File: src/rtl/lm_pkg.sv
package lm_pkg;
  typedef enum logic [1:0] {
    LM_LO   = 2'd0,
    LM_HI   = 2'd1,
    LM_FULL = 2'd2
  } lm_mode_e;

  typedef enum logic [1:0] {
    S_IDLE  = 2'd0,
    S_WAIT  = 2'd1,
    S_WLAST = 2'd2
  } lm_state_e;

  typedef enum logic [1:0] {
    P_FIRST = 2'd0,
    P_LAST  = 2'd1,
    P_MID   = 2'd2
  } lm_phase_e;
endpackage

File: src/rtl/lm_addr_gen.sv
module lm_addr_gen
  import lm_pkg::*;
#(
  parameter int AW = 32,
  parameter int DW = 64,
  parameter int IW = 4
) (
  input  logic [AW-1:0] base,
  input  logic [IW-1:0] span,
  input  logic [1:0]    mode,
  output logic [AW-1:0] stride,
  output logic [AW-1:0] last_addr
);
  localparam int WIDE_B = DW / 8;
  localparam int HALF_B = DW / 16;

  logic narrow;
  assign narrow    = (mode == LM_LO) || (mode == LM_HI);
  assign stride    = narrow ? AW'(HALF_B) : AW'(WIDE_B);
  assign last_addr = base + (AW'(span) * stride);
endmodule

File: src/rtl/lm_lane_pack.sv
module lm_lane_pack
  import lm_pkg::*;
#(
  parameter int DW = 64
) (
  input  logic [1:0]    mode,
  input  logic [DW-1:0] word,
  output logic [DW-1:0] data,
  output logic [1:0]    mask
);
  localparam int HW = DW / 2;

  always_comb begin
    case (mode)
      LM_LO: begin
        data = {{HW{1'b0}}, word[HW-1:0]};
        mask = 2'b01;
      end
      LM_HI: begin
        data = {word[HW-1:0], {HW{1'b0}}};
        mask = 2'b10;
      end
      default: begin
        data = word;
        mask = 2'b11;
      end
    endcase
  end
endmodule

File: src/rtl/lm_seq.sv
module lm_seq
  import lm_pkg::*;
#(
  parameter int AW   = 32,
  parameter int DW   = 64,
  parameter int NREG = 16
) (
  input  logic                    clk,
  input  logic                    rst,
  input  logic                    start_i,
  input  logic [$clog2(NREG)-1:0] first_idx_i,
  input  logic [$clog2(NREG)-1:0] last_idx_i,
  input  logic [AW-1:0]           base_i,
  input  logic [1:0]              mode_i,
  output logic                    busy_o,
  output logic                    rd_req_o,
  output logic [AW-1:0]           rd_addr_o,
  input  logic                    rd_ack_i,
  input  logic [DW-1:0]           rd_data_i,
  input  logic                    rd_fault_i,
  output logic                    wr_en_o,
  output logic [$clog2(NREG)-1:0] wr_idx_o,
  output logic [DW-1:0]           wr_data_o,
  output logic [1:0]              wr_mask_o,
  output logic                    done_o,
  output logic                    fault_o,
  output logic [AW-1:0]           fault_addr_o
);
  localparam int IW = $clog2(NREG);
  localparam logic [IW-1:0] ONE = IW'(1);

  lm_state_e     state_q;
  lm_phase_e     phase_q;
  logic [IW-1:0] r1_q, r3_q, cur_q;
  logic [AW-1:0] base_q;
  logic [1:0]    mode_q;
  logic [DW-1:0] first_q, last_q;

  logic [AW-1:0] stride, last_addr;
  logic [IW-1:0] span, r1_nxt, r3_prv;
  logic [DW-1:0] pack_in, pack_data;
  logic [1:0]    pack_mask;

  assign span   = r3_q - r1_q;
  assign r1_nxt = r1_q + ONE;
  assign r3_prv = r3_q - ONE;
  assign busy_o = (state_q != S_IDLE);

  lm_addr_gen #(.AW(AW), .DW(DW), .IW(IW)) u_addr (
    .base(base_q), .span(span), .mode(mode_q),
    .stride(stride), .last_addr(last_addr)
  );

  // Word to commit: buffered last probe, buffered first probe, or live data.
  always_comb begin
    if (state_q == S_WLAST)      pack_in = last_q;
    else if (phase_q == P_LAST)  pack_in = first_q;
    else                         pack_in = rd_data_i;
  end

  lm_lane_pack #(.DW(DW)) u_pack (
    .mode(mode_q), .word(pack_in), .data(pack_data), .mask(pack_mask)
  );

  always_ff @(posedge clk) begin
    if (rst) begin
      state_q      <= S_IDLE;
      phase_q      <= P_FIRST;
      r1_q         <= '0;
      r3_q         <= '0;
      cur_q        <= '0;
      base_q       <= '0;
      mode_q       <= '0;
      first_q      <= '0;
      last_q       <= '0;
      rd_req_o     <= 1'b0;
      rd_addr_o    <= '0;
      wr_en_o      <= 1'b0;
      wr_idx_o     <= '0;
      wr_data_o    <= '0;
      wr_mask_o    <= '0;
      done_o       <= 1'b0;
      fault_o      <= 1'b0;
      fault_addr_o <= '0;
    end else begin
      rd_req_o <= 1'b0;
      wr_en_o  <= 1'b0;
      done_o   <= 1'b0;
      fault_o  <= 1'b0;
      case (state_q)
        S_IDLE: begin
          if (start_i) begin
            r1_q      <= first_idx_i;
            r3_q      <= last_idx_i;
            base_q    <= base_i;
            mode_q    <= mode_i;
            rd_req_o  <= 1'b1;
            rd_addr_o <= base_i;
            phase_q   <= P_FIRST;
            state_q   <= S_WAIT;
          end
        end
        S_WAIT: begin
          if (rd_ack_i) begin
            case (phase_q)
              P_FIRST: begin
                if (rd_fault_i) begin
                  fault_o      <= 1'b1;
                  fault_addr_o <= rd_addr_o;
                  state_q      <= S_IDLE;
                end else if (r1_q == r3_q) begin
                  wr_en_o   <= 1'b1;
                  wr_idx_o  <= r1_q;
                  wr_data_o <= pack_data;
                  wr_mask_o <= pack_mask;
                  done_o    <= 1'b1;
                  state_q   <= S_IDLE;
                end else begin
                  first_q   <= rd_data_i;
                  rd_req_o  <= 1'b1;
                  rd_addr_o <= last_addr;
                  phase_q   <= P_LAST;
                end
              end
              P_LAST: begin
                if (rd_fault_i) begin
                  fault_o      <= 1'b1;
                  fault_addr_o <= rd_addr_o;
                  state_q      <= S_IDLE;
                end else begin
                  last_q    <= rd_data_i;
                  wr_en_o   <= 1'b1;
                  wr_idx_o  <= r1_q;
                  wr_data_o <= pack_data;
                  wr_mask_o <= pack_mask;
                  state_q   <= S_WLAST;
                end
              end
              default: begin
                // Interior reads: both range ends were already proven.
                wr_en_o   <= 1'b1;
                wr_idx_o  <= cur_q;
                wr_data_o <= pack_data;
                wr_mask_o <= pack_mask;
                if (cur_q == r3_prv) begin
                  done_o  <= 1'b1;
                  state_q <= S_IDLE;
                end else begin
                  cur_q     <= cur_q + ONE;
                  rd_req_o  <= 1'b1;
                  rd_addr_o <= rd_addr_o + stride;
                end
              end
            endcase
          end
        end
        default: begin
          wr_en_o   <= 1'b1;
          wr_idx_o  <= r3_q;
          wr_data_o <= pack_data;
          wr_mask_o <= pack_mask;
          if (r1_nxt == r3_q) begin
            done_o  <= 1'b1;
            state_q <= S_IDLE;
          end else begin
            cur_q     <= r1_nxt;
            rd_req_o  <= 1'b1;
            rd_addr_o <= base_q + stride;
            phase_q   <= P_MID;
            state_q   <= S_WAIT;
          end
        end
      endcase
    end
  end
endmodule

File: config.mk
export PLATFORM = sky130hd
export DESIGN_NAME = lm_seq
export DESIGN_NICKNAME = d
export VERILOG_FILES = /design/src/rtl/lm_pkg.sv /design/src/rtl/lm_addr_gen.sv /design/src/rtl/lm_lane_pack.sv /design/src/rtl/lm_seq.sv
export SDC_FILE = /design/constraint.sdc
export NUM_CORES = 1
export LEC_CHECK = 0
export BUFFER_PORTS_ARGS = -buffer_cell sky130_fd_sc_hd__clkbuf_2
export CELL_PAD_IN_SITES_DETAIL_PLACEMENT = 1
export CELL_PAD_IN_SITES_GLOBAL_PLACEMENT = 1
export CORE_ASPECT_RATIO = 1.2
export CORE_MARGIN = 2
export CORE_UTILIZATION = 42
export DETAILED_ROUTE_END_ITERATION = 10
export GPL_ROUTABILITY_DRIVEN = 0
export HOLD_SLACK_MARGIN = 0.05
export PLACE_DENSITY_LB_ADDON = 0.1
export SYNTH_ARGS = -nofsm -noshare
export SYNTH_HDL_FRONTEND = slang
export SYNTH_SLANG_ARGS = --single-unit
File: constraint.sdc
create_clock -name clk -period 4.9 [get_ports clk]
set_clock_uncertainty 0.1 [all_clocks]
set_input_delay 0.245 -clock clk [delete_from_list [all_inputs] [get_ports clk]]
set_output_delay 0.245 -clock clk [all_outputs]
set_load 0.02 [all_outputs]
==> results of run 1 <==
[layout make-up]
cell class / instances / area, um^2
well taps: 474 / 593
multi-input cells: 1590 / 8800
clock inverters: 17 / 189
repair buffers: 382 / 2550
diodes: 4 / 10.0
fillers: 4585 / 17400
flip-flops and latches: 316 / 6330
clock buffers: 53 / 1090
inverters: 20 / 75.1
[flip-flops by register name (all words and copies together) (netlist names), 4 cells and up]
name / count
base_q: 32
cur_q: 4
fault_addr_o: 32
first_q: 64
last_q: 64
r1_q: 4
r3_q: 4
rd_addr_o: 32
wr_data_o: 64
wr_idx_o: 4
[cells in the mapped netlist, drive strengths merged (19+ instances only)]
| master | instances | area (um^2) |
|---|---|---|
| a221oi | 44 | 385 |
| buf | 43 | 213 |
| o21ai | 101 | 505 |
| dfxtp | 316 | 6330 |
| nand4 | 23 | 171 |
| nand2 | 568 | 2130 |
| a21oi | 277 | 1390 |
| xor2 | 35 | 314 |
| xnor2 | 40 | 350 |
| a31oi | 19 | 125 |
| nor3 | 67 | 357 |
| clkbuf | 136 | 510 |
| ha | 21 | 263 |
| nand3 | 66 | 330 |
| mux2i | 72 | 721 |
| nor2 | 84 | 315 |
| inv | 20 | 75.1 |
[worst register-to-register path, delay by kind of cell, from the launching register on]
kind            cells  cell delay, ns
flops               1            0.45
simple gates        3            0.65
fa+ha+maj           4            1.57
compound gates      3            0.55
xor+xnor            1            0.29
buf+inv             3            0.33
mux                 1            0.16
[what timing repair did]
| action | 4_1_cts | 5_1_grt |
|---|---|---|
| gates resized for setup | 0 | 0 |
| hold endpoints to repair | 178 | 0 |
| buffers inserted | 0 | 0 |
| setup endpoints to repair | 0 | 0 |
| hold buffers | 109 | 0 |
[worst paths after layout]
kind	startpoint	endpoint	slack, ns	cells past startpoint
max	r1_q[0]$_SDFFE_PP0P_	rd_addr_o[31]$_SDFFE_PP0P_	0.68	15
min	rst	wr_data_o[30]$_SDFFE_PP0P_	0.11	2
max reg2reg	r1_q[0]$_SDFFE_PP0P_	rd_addr_o[31]$_SDFFE_PP0P_	0.68	15
min reg2reg	fault_addr_o[29]$_SDFFE_PP0P_	fault_addr_o[29]$_SDFFE_PP0P_	0.35	2
[cells by family (layout without fill, tap and decap cells)]
| group | Yosys count | after routing |
|---|---|---|
| AND/OR/NAND/NOR | 891 | 891 |
| AO/OA/AOI/OAI | 523 | 523 |
| flip-flops | 316 | 316 |
| buffers and inverters | 199 | 472 |
| XOR/XNOR | 75 | 75 |
| multiplexers | 73 | 73 |
| adder cells (fa/ha/maj) | 26 | 26 |
| other | 2 | 6 |
[cells in the final DEF (no fill, tap or decap), types with 6 or more instances in the layout]
| cell type | instances |
|---|---|
| nand2_1 | 568 |
| dfxtp_1 | 315 |
| a21oi_1 | 277 |
| clkbuf_2 | 248 |
| dlygate4sd3_1 | 109 |
| o21ai_0 | 98 |
| nor2_1 | 80 |
| mux2i_1 | 72 |
| nand3_1 | 65 |
| nor3_1 | 64 |
| a221oi_1 | 44 |
| xnor2_1 | 40 |
| clkbuf_16 | 39 |
| xor2_1 | 34 |
| buf_4 | 22 |
| ha_1 | 21 |
| inv_1 | 20 |
| nand4_1 | 20 |
| a31oi_1 | 17 |
| o211ai_1 | 16 |
| a211oi_1 | 16 |
| and3_1 | 16 |
| nor4_1 | 15 |
| clkinv_2 | 10 |
| a21o_1 | 8 |
| nand2b_1 | 8 |
| clkbuf_1 | 8 |
| and4_1 | 6 |
| clkbuf_8 | 6 |
[power by group]
group          internal (mW)  total [mW]  switching, mW
clock network           1.72        2.89           1.17
logic                  0.372        1.03          0.656
registers               2.67        2.84          0.174
[routing by layer]
metal  wire length, um  vias to the layer above  track usage  part of all wire
met1             23800                     8168        0.347              0.38
met2             31400                      583        0.559              0.50
met4              4090                        0        0.186             0.065
met3              3430                      223       0.0519             0.055
met5                 0                        -            0                 0
li1                  -                     7784            -                 -
==> impl_metrics.env, run 1 <==
export IMPL_status="completed"
export IMPL_cp_max_fo=10
export IMPL_rsz0062_at_grt="no"
export IMPL_crit_path_frequent_cell="fa_1"
export IMPL_path_cells="ha_1 > inv_1 > fa_1 > xor2_1 > mux2i_1 > fa_1 > inv_1 > fa_1 > a21o_1 > a31oi_2 > buf_4 > nor4_2 > and3_1 > nor4_1 > a31oi_1"
export IMPL_power_density_mw_per_mm2=344
export IMPL_relSlewSlack=0.312
export IMPL_worst_pin_slew_ns=1.03
export IMPL_fin_nets=2485
export IMPL_drtIter0Drc=1119
export IMPL_cpLargestDelayFamily="adder cells"
export IMPL_setup_viol=0
export IMPL_synthFlopType="dfxtp_1"
export IMPL_drt_total_wl_um=62700
export IMPL_die_w_um=181
export IMPL_h_tree_depth=2
export IMPL_crit_path_top_delay_cell="fa_1"
export IMPL_io_pins=250
export IMPL_synth_simple_gate_area_share=0.245
export IMPL_synth_compound_area_frac=0.194
export IMPL_synth_edff_count=0
export IMPL_critPathRequiredTime_ns=5.21
export IMPL_muxShareOfSynthArea=0.0462
export IMPL_seq_area_frac_synth=0.399
export IMPL_core_area_mm2=0.0370
export IMPL_synthArstFlopShare=0
export IMPL_rows=77
export IMPL_critPathCaptureType="flip-flop"
export IMPL_fp_dieArea_mm2=0.0393
export IMPL_cts_sinks=316
export IMPL_grt_max_degree=129
export IMPL_hold_path_class="primary input to flip-flop"
export IMPL_syn_mean_instance_area_um2=7.53
export IMPL_vias_per_cell=5.87
export IMPL_vias=16800
export IMPL_period_share=0.862
export IMPL_synth_cell_types=71
export IMPL_leakage_nw=7.23
export IMPL_clock_latency_ns=0.55
export IMPL_tns_ns=0
export IMPL_synth_area_mm2=0.0158
export IMPL_cts_max_path_buffers=3
export IMPL_place_area_mm2=0.0173
export IMPL_syn_instance_count=2105
export IMPL_stdcell_count=2856
export IMPL_routedWlPerCell_um=21.9
export IMPL_ant_nets=0
export IMPL_crit_arrival_ns=4.53
export IMPL_io_buffers=249
export IMPL_irDropWorstVdd_v=0.000294
export IMPL_drc_errors=0
export IMPL_clk_pin_slew_ns=0.06
export IMPL_cts_tree="yes"
export IMPL_clock_tree_root_cell="clkbuf_16"
export IMPL_hold_viol=0
export IMPL_synth_top_family_by_area="simple AND/OR/NAND/NOR gates"
export IMPL_dieHeight_um=217
export IMPL_p_total_mw=6.75
export IMPL_start_util=0.428
export IMPL_holdWs_ns=0.114
export IMPL_setup_slack_ns=0.678
export IMPL_syn2layout_area_growth_pct=23.9
export IMPL_grt_ovfl_total=0
export IMPL_final_area_mm2=0.0196
export IMPL_post_dp_hpwl_um=41300
export IMPL_syn_nets=2242
export IMPL_dr_pass1_iters=5
export IMPL_startpoint_type="flip-flop"
export IMPL_synthAdderAreaFrac=0.0229
export IMPL_fin_crit_ns=4.22
export IMPL_grtUsageTotal=0.312
export IMPL_place_inst=2673
export IMPL_maxCapViolCount=0
export IMPL_grt_pass1_wl_um=97400
export IMPL_path_buf_inv=3
export IMPL_antenna_found_initial=4
export IMPL_fmax_mhz=237
export IMPL_grt_pass1_vias=17300
export IMPL_drv_slew=0
export IMPL_cts_buffers=38
export IMPL_synth_seq_cells=316
export IMPL_utilization=0.531
export IMPL_synthXorXnorAreaFrac=0.0419
export IMPL_yosysWarnings=0
export IMPL_cpPeakStageDelay_ns=0.52
export IMPL_setup_worst_path_class="flip-flop to flip-flop"
export IMPL_drive_above_1_share=0.156
export IMPL_place_ws_ns=0.794
Power figures use the tool's default switching activity.
==> inputs of run 2 (changes only) <==
==> constraint.sdc (replaced) <==
create_clock -name clk -period 4.8 [get_ports clk]
set_clock_uncertainty 0.1 [all_clocks]
set_input_delay 0.24 -clock clk [delete_from_list [all_inputs] [get_ports clk]]
set_output_delay 0.24 -clock clk [all_outputs]
set_load 0.02 [all_outputs]
==> impl_metrics.env, run 2 (same netlist as run 1, synthesis figures left out) <==
export IMPL_critPathCaptureType="flip-flop"
export IMPL_layout_commonest_cell="nand2_1"
export IMPL_tns_ns=0
export IMPL_fp_dieArea_mm2=0.0393
export IMPL_setup_viol=0
export IMPL_fin_crit_ns=4.42
export IMPL_relSlewSlack=0.293
export IMPL_nFillCells=4611
export IMPL_grt_pass1_vias=17600
export IMPL_leakage_nw=7.20
export IMPL_h_tree_depth=2
export IMPL_reg2reg_depth=14
export IMPL_maxCapViolCount=0
export IMPL_syn2layout_area_growth_pct=23.5
export IMPL_cts_sinks=316
export IMPL_top_layer="met4"
export IMPL_cp_max_fo=10
export IMPL_final_seq_area_mm2=0.00633
export IMPL_r2r_setup_slack_ns=0.38
export IMPL_post_dp_hpwl_um=40900
export IMPL_period_share=0.920
export IMPL_critPathRequiredTime_ns=5.10
export IMPL_largestRegisters="first_q: 64 flops, last_q: 64 flops, wr_data_o: 64 flops"
export IMPL_fin_nets=2486
export IMPL_power_density_mw_per_mm2=348
export IMPL_drc_errors=0
export IMPL_antenna_found_initial=3
export IMPL_cts_setup_buffers=0
export IMPL_rows=77
export IMPL_grt_pass1_wl_um=98000
export IMPL_vias_per_cell=5.88
export IMPL_drtIter0Drc=1059
export IMPL_final_area_mm2=0.0196
export IMPL_start_util=0.428
export IMPL_cts_tree="yes"
export IMPL_grtUsageTotal=0.314
export IMPL_fmax_mhz=226
export IMPL_dieHeight_um=217
export IMPL_utilization=0.529
export IMPL_vias=16800
export IMPL_hold_depth=2
export IMPL_hold_path_class="flip-flop to flip-flop"
export IMPL_die_w_um=181
export IMPL_dr_pass1_iters=5
export IMPL_p_total_mw=6.81
export IMPL_clock_latency_ns=0.54
export IMPL_grt_max_degree=97
export IMPL_final_cell_mix="nand2_1, dfxtp_1, a21oi_1"
export IMPL_cts_hold_buf=110
export IMPL_ctsResizeCount=0
export IMPL_clock_tree_root_cell="clkbuf_16"
export IMPL_wl_met2_um=31200
export IMPL_status="completed"
export IMPL_cts_max_path_buffers=3
export IMPL_hold_viol=0
export IMPL_core_area_mm2=0.0370
export IMPL_ant_nets=0
export IMPL_cts_buffers=37
export IMPL_multi_input_area_mm2=0.00879
export IMPL_io_buffers=249
export IMPL_worst_pin_slew_ns=1.06
export IMPL_drt_total_wl_um=62800
export IMPL_crit_arrival_ns=4.72
export IMPL_io_pins=250
export IMPL_irDropWorstVdd_v=0.000333
export IMPL_clk_pin_slew_ns=0.06
export IMPL_startpoint_type="flip-flop"
export IMPL_rsz0062_at_grt="no"
export IMPL_wl_met3_um=3060
export IMPL_drive_above_1_share=0.155
export IMPL_place_area_mm2=0.0173
export IMPL_grt_ovfl_total=0
export IMPL_setup_worst_path_class="flip-flop to flip-flop"
export IMPL_wl_met1_um=24500
export IMPL_drv_slew=0
export IMPL_routedWlPerCell_um=22.0
==> run 2: power breakdown <==
group	leakage, nW	internal [mW]	total [mW]	switching (mW)
Sequential	2.56	2.72	2.90	0.178
Combinational	4.04	0.378	1.04	0.666
Clock	0.598	1.69	2.86	1.17
Total	7.20	4.79	6.81	2.02
==> run 2: metrics by stage <==
step	instances	hold slack, ns	setup slack, ns
after floorplan	2105	0.276	1.06
after global placement	2674	0.339	0.501
after detailed placement	2674	0.346	0.481
after CTS	2848	0.353	0.450
after global routing	2850	0.360	0.176
final	2851	0.351	0.382
==> run 2: layer usage <==
layer | vias up | global-route usage
met5 | - | 0
met4 | 0 | 0.201
met3 | 213 | 0.0512
met2 | 525 | 0.556
met1 | 8237 | 0.349
li1 | 7784 | -
==> run 2: final cells by class <==
class / instances / area share
clock inverter: 13 / 0.00774
multi-input combinational: 1590 / 0.449
tap: 474 / 0.0303
inverter: 20 / 0.00384
antenna: 3 / 0.000384
clock buffer: 51 / 0.0536
timing repair buffer: 384 / 0.131
sequential: 316 / 0.323
==> run 2: final timing paths <==
path,startpoint,to
max reg2reg,r1_q[0]$_SDFFE_PP0P_,rd_addr_o[25]$_SDFFE_PP0P_
min,first_q[41]$_SDFFE_PP0P_,first_q[41]$_SDFFE_PP0P_
max,r1_q[0]$_SDFFE_PP0P_,rd_addr_o[25]$_SDFFE_PP0P_
min reg2reg,first_q[41]$_SDFFE_PP0P_,first_q[41]$_SDFFE_PP0P_
==> run 2: worst max-delay path: stages (launching register included) <==
cell      delay, ns
dfxtp_1        0.46
ha_1           0.19
inv_1          0.06
fa_1           0.38
xor2_1         0.28
mux2i_1        0.16
fa_1           0.53
inv_1          0.07
fa_1           0.48
a21o_1         0.22
a31oi_2        0.59
nor4_2         0.16
a22o_1         0.28
a211oi_1       0.22
a31oi_1        0.11
==> inputs of run 3 (changes only) <==
--- a/config.mk
+++ b/config.mk
@@ -5,12 +5,13 @@
 export SDC_FILE = /design/constraint.sdc
 export NUM_CORES = 1
 export LEC_CHECK = 0
+export ABC_AREA = 1
 export BUFFER_PORTS_ARGS = -buffer_cell sky130_fd_sc_hd__clkbuf_2
 export CELL_PAD_IN_SITES_DETAIL_PLACEMENT = 1
 export CELL_PAD_IN_SITES_GLOBAL_PLACEMENT = 1
 export CORE_ASPECT_RATIO = 1.2
 export CORE_MARGIN = 2
-export CORE_UTILIZATION = 42
+export CORE_UTILIZATION = 40
 export DETAILED_ROUTE_END_ITERATION = 10
 export GPL_ROUTABILITY_DRIVEN = 0
 export HOLD_SLACK_MARGIN = 0.05
==> impl_metrics.env, run 3 <==
export IMPL_rows=81
export IMPL_crit_arrival_ns=4.07
export IMPL_grt_util_met2=0.594
export IMPL_drive_above_1_share=0.128
export IMPL_maxCapViolCount=0
export IMPL_rsz0062_at_grt="no"
export IMPL_r2r_setup_slack_ns=1.09
export IMPL_setup_worst_path_class="flip-flop to flip-flop"
export IMPL_fmax_mhz=269
export IMPL_stdcell_count=3335
export IMPL_h_tree_depth=2
export IMPL_synthArstFlopShare=0
export IMPL_vias=18500
export IMPL_critPathRequiredTime_ns=5.16
export IMPL_fin_crit_ns=3.71
export IMPL_hold_viol=0
export IMPL_drv_slew=0
export IMPL_synth_top_area_frac=0.386
export IMPL_path_cells="inv_1 > ha_1 > inv_1 > fa_1 > xor2_1 > mux2i_1 > fa_1 > inv_1 > fa_1 > nand3_1 > nand3_1 > nand2_1 > nand2_1 > nand2_1 > nand3_1 > nand2_1 > nand3_1 > nor2_1 > nor2_1"
export IMPL_largestRegisters="first_q: 64 flops, last_q: 64 flops, wr_data_o: 64 flops"
export IMPL_cts_setup_buffers=0
export IMPL_period_share=0.774
export IMPL_setup_slack_ns=1.09
export IMPL_gr_usage_met3=0.0732
export IMPL_clkPwrFrac=0.372
export IMPL_status="completed"
export IMPL_ant_nets=0
export IMPL_irDropWorstVdd_v=0.000311
export IMPL_startpoint_type="flip-flop"
export IMPL_cts_hold_buf=107
export IMPL_power_density_mw_per_mm2=376
export IMPL_syn_nets=2640
export IMPL_synth_seq_cells=316
export IMPL_grt_ovfl_total=0
export IMPL_grt_pass1_vias=19200
export IMPL_dieHeight_um=226
export IMPL_cts_buffers=37
export IMPL_clock_tree_root_cell="clkbuf_16"
export IMPL_dr_pass1_iters=5
export IMPL_p_seq_frac=0.403
export IMPL_synthFlopType="dfxtp_1"
export IMPL_synth_area_top_cells="dfxtp_1, nand2_1, a21oi_1, o21ai_0, nor2_1"
export IMPL_switching_share=0.345
export IMPL_antenna_found_initial=2
export IMPL_io_buffers=249
export IMPL_seq_area_frac_synth=0.386
export IMPL_vias_per_cell=5.54
export IMPL_fin_nets=2907
export IMPL_cts_tree="yes"
export IMPL_drc_errors=0
export IMPL_worst_pin_slew_ns=1.24
export IMPL_synth_common_cells="nand2_1, dfxtp_1, nor2_1, a21oi_1, o21ai_0"
export IMPL_grt_pass1_wl_um=106000
export IMPL_fp_dieArea_mm2=0.0426
export IMPL_yosysMostFrequentCell="nand2_1"
export IMPL_setup_viol=0
export IMPL_cts_max_path_buffers=3
export IMPL_place_ws_ns=1.13
export IMPL_clk_pin_slew_ns=0.07
export IMPL_cpPeakStageDelay_ns=0.52
export IMPL_cts_sinks=316
export IMPL_busiest_layer="met2"
export IMPL_cp_max_fo=6
export IMPL_post_dp_hpwl_um=48800
export IMPL_die_w_um=189
export IMPL_start_util=0.403
export IMPL_syn_mean_instance_area_um2=6.55
export IMPL_io_pins=250
export IMPL_crit_path_top_delay_cell="fa_1"
export IMPL_final_area_mm2=0.0202
export IMPL_tns_ns=0
export IMPL_grtUsageTotal=0.320
export IMPL_clock_latency_ns=0.57
export IMPL_syn_instance_count=2503
export IMPL_synth_cell_types=39
export IMPL_syn2layout_area_growth_pct=23.0
export IMPL_drtIter0Drc=900
export IMPL_drt_total_wl_um=69200
export IMPL_p_total_mw=7.58
export IMPL_relSlewSlack=0.172
export IMPL_place_area_mm2=0.0179
export IMPL_core_area_mm2=0.0406
export IMPL_critPathCaptureType="flip-flop"
export IMPL_synth_edff_count=0
export IMPL_ctsResizeCount=0
export IMPL_layout_commonest_cell="nand2_1"
export IMPL_synth_area_mm2=0.0164
export IMPL_p_switching_mw=2.62
export IMPL_p_comb_frac=0.224
export IMPL_yosysWarnings=0
export IMPL_yosysTopAreaCell="dfxtp_1"
export IMPL_intPower_mw=4.97
export IMPL_nFillCells=5428
export IMPL_routedWlPerCell_um=20.8
export IMPL_place_inst=3163
export IMPL_leakage_nw=8.46
export IMPL_final_cell_mix="nand2_1, dfxtp_1, nor2_1"
export IMPL_grt_max_degree=145
export IMPL_hold_path_class="primary input to flip-flop"
export IMPL_gr_usage_met1=0.327
-- run 3: cell types whose count changed in the layout (fill, tap and decap cells not counted), sizes merged, moves of 35 or more --
| cell | delta |
|---|---|
| inv | +196 |
| nor2 | +184 |
| o21ai | +163 |
| nand3 | +113 |
| nand2 | +76 |
| mux2i | -71 |
| nor3 | -63 |
| a31oi | +48 |
| a221oi | -43 |
| xnor2 | -35 |
-- run 3: cell type report --
| class | instances | area, um^2 | share of cell area |
|---|---|---|---|
| antenna | 2 | 5.00 | 0.000248 |
| clock buffer | 56 | 1080 | 0.0534 |
| clock inverter | 7 | 100 | 0.00496 |
| inverter | 219 | 830 | 0.0411 |
| multi-input combinational | 1816 | 8660 | 0.429 |
| sequential | 316 | 6330 | 0.314 |
| tap | 539 | 674 | 0.0334 |
| timing repair buffer | 380 | 2500 | 0.124 |
-- run 3: worst max-delay path, delay by kind of cell, from the launching register on --
kind	cells	cell delay [ns]
xor+xnor	1	0.21
fa+ha+maj	4	1.59
buf+inv	3	0.28
flops	1	0.31
mux	1	0.13
simple gates	10	0.99
-- run 3: stage by stage --
stage               hold WS [ns]  utilization
floorplan                  0.278            -
global placement           0.333        0.441
detailed placement         0.340        0.441
CTS                        0.101        0.496
global route               0.150        0.496
finish                     0.128        0.496
-- run 3: power groups by stage --
| stage | registers (mW) | clock network (mW) | logic [mW] |
|---|---|---|---|
| 6_report | 3.06 | 2.82 | 1.70 |
| 5_1_grt | 3.08 | 2.95 | 1.87 |
| 4_1_cts | 3.06 | 2.87 | 1.69 |
| 3_5_place_dp | 3.11 | 0 | 1.61 |
| 3_3_place_gp | 3.10 | 0 | 1.57 |
| 2_1_floorplan | 3.16 | 0 | 0.878 |
-- run 3: kinds of logic after synthesis --
| group | synth area share |
|---|---|
| buffers and inverters | 0.0879 |
| DFF | 0.386 |
| xor gates and xnor gates | 0.00962 |
| AOI/OAI and AO/OA | 0.219 |
| and+or+nand+nor | 0.274 |
| other | 0.000458 |
| muxes | 0.000611 |
| adders and majority gates | 0.0221 |
-- run 3: path summary, 6_finish.rpt --
path	from	end	depth (start not counted)
worst max-delay path	r3_q[0]$_SDFFE_PP0P_	rd_addr_o[11]$_SDFFE_PP0P_	19
worst min-delay path	start_i	base_q[15]$_SDFFE_PP0P_	5
worst max register to register	r3_q[0]$_SDFFE_PP0P_	rd_addr_o[11]$_SDFFE_PP0P_	19
worst min register to register	last_q[20]$_SDFFE_PP0P_	last_q[20]$_SDFFE_PP0P_	2
-- run 3: metal layers --
metal	vias to the layer above	wire length, um
met3	178	4110
met2	515	35400
met5	-	0
met1	8973	25200
met4	0	4450
li1	8798	-
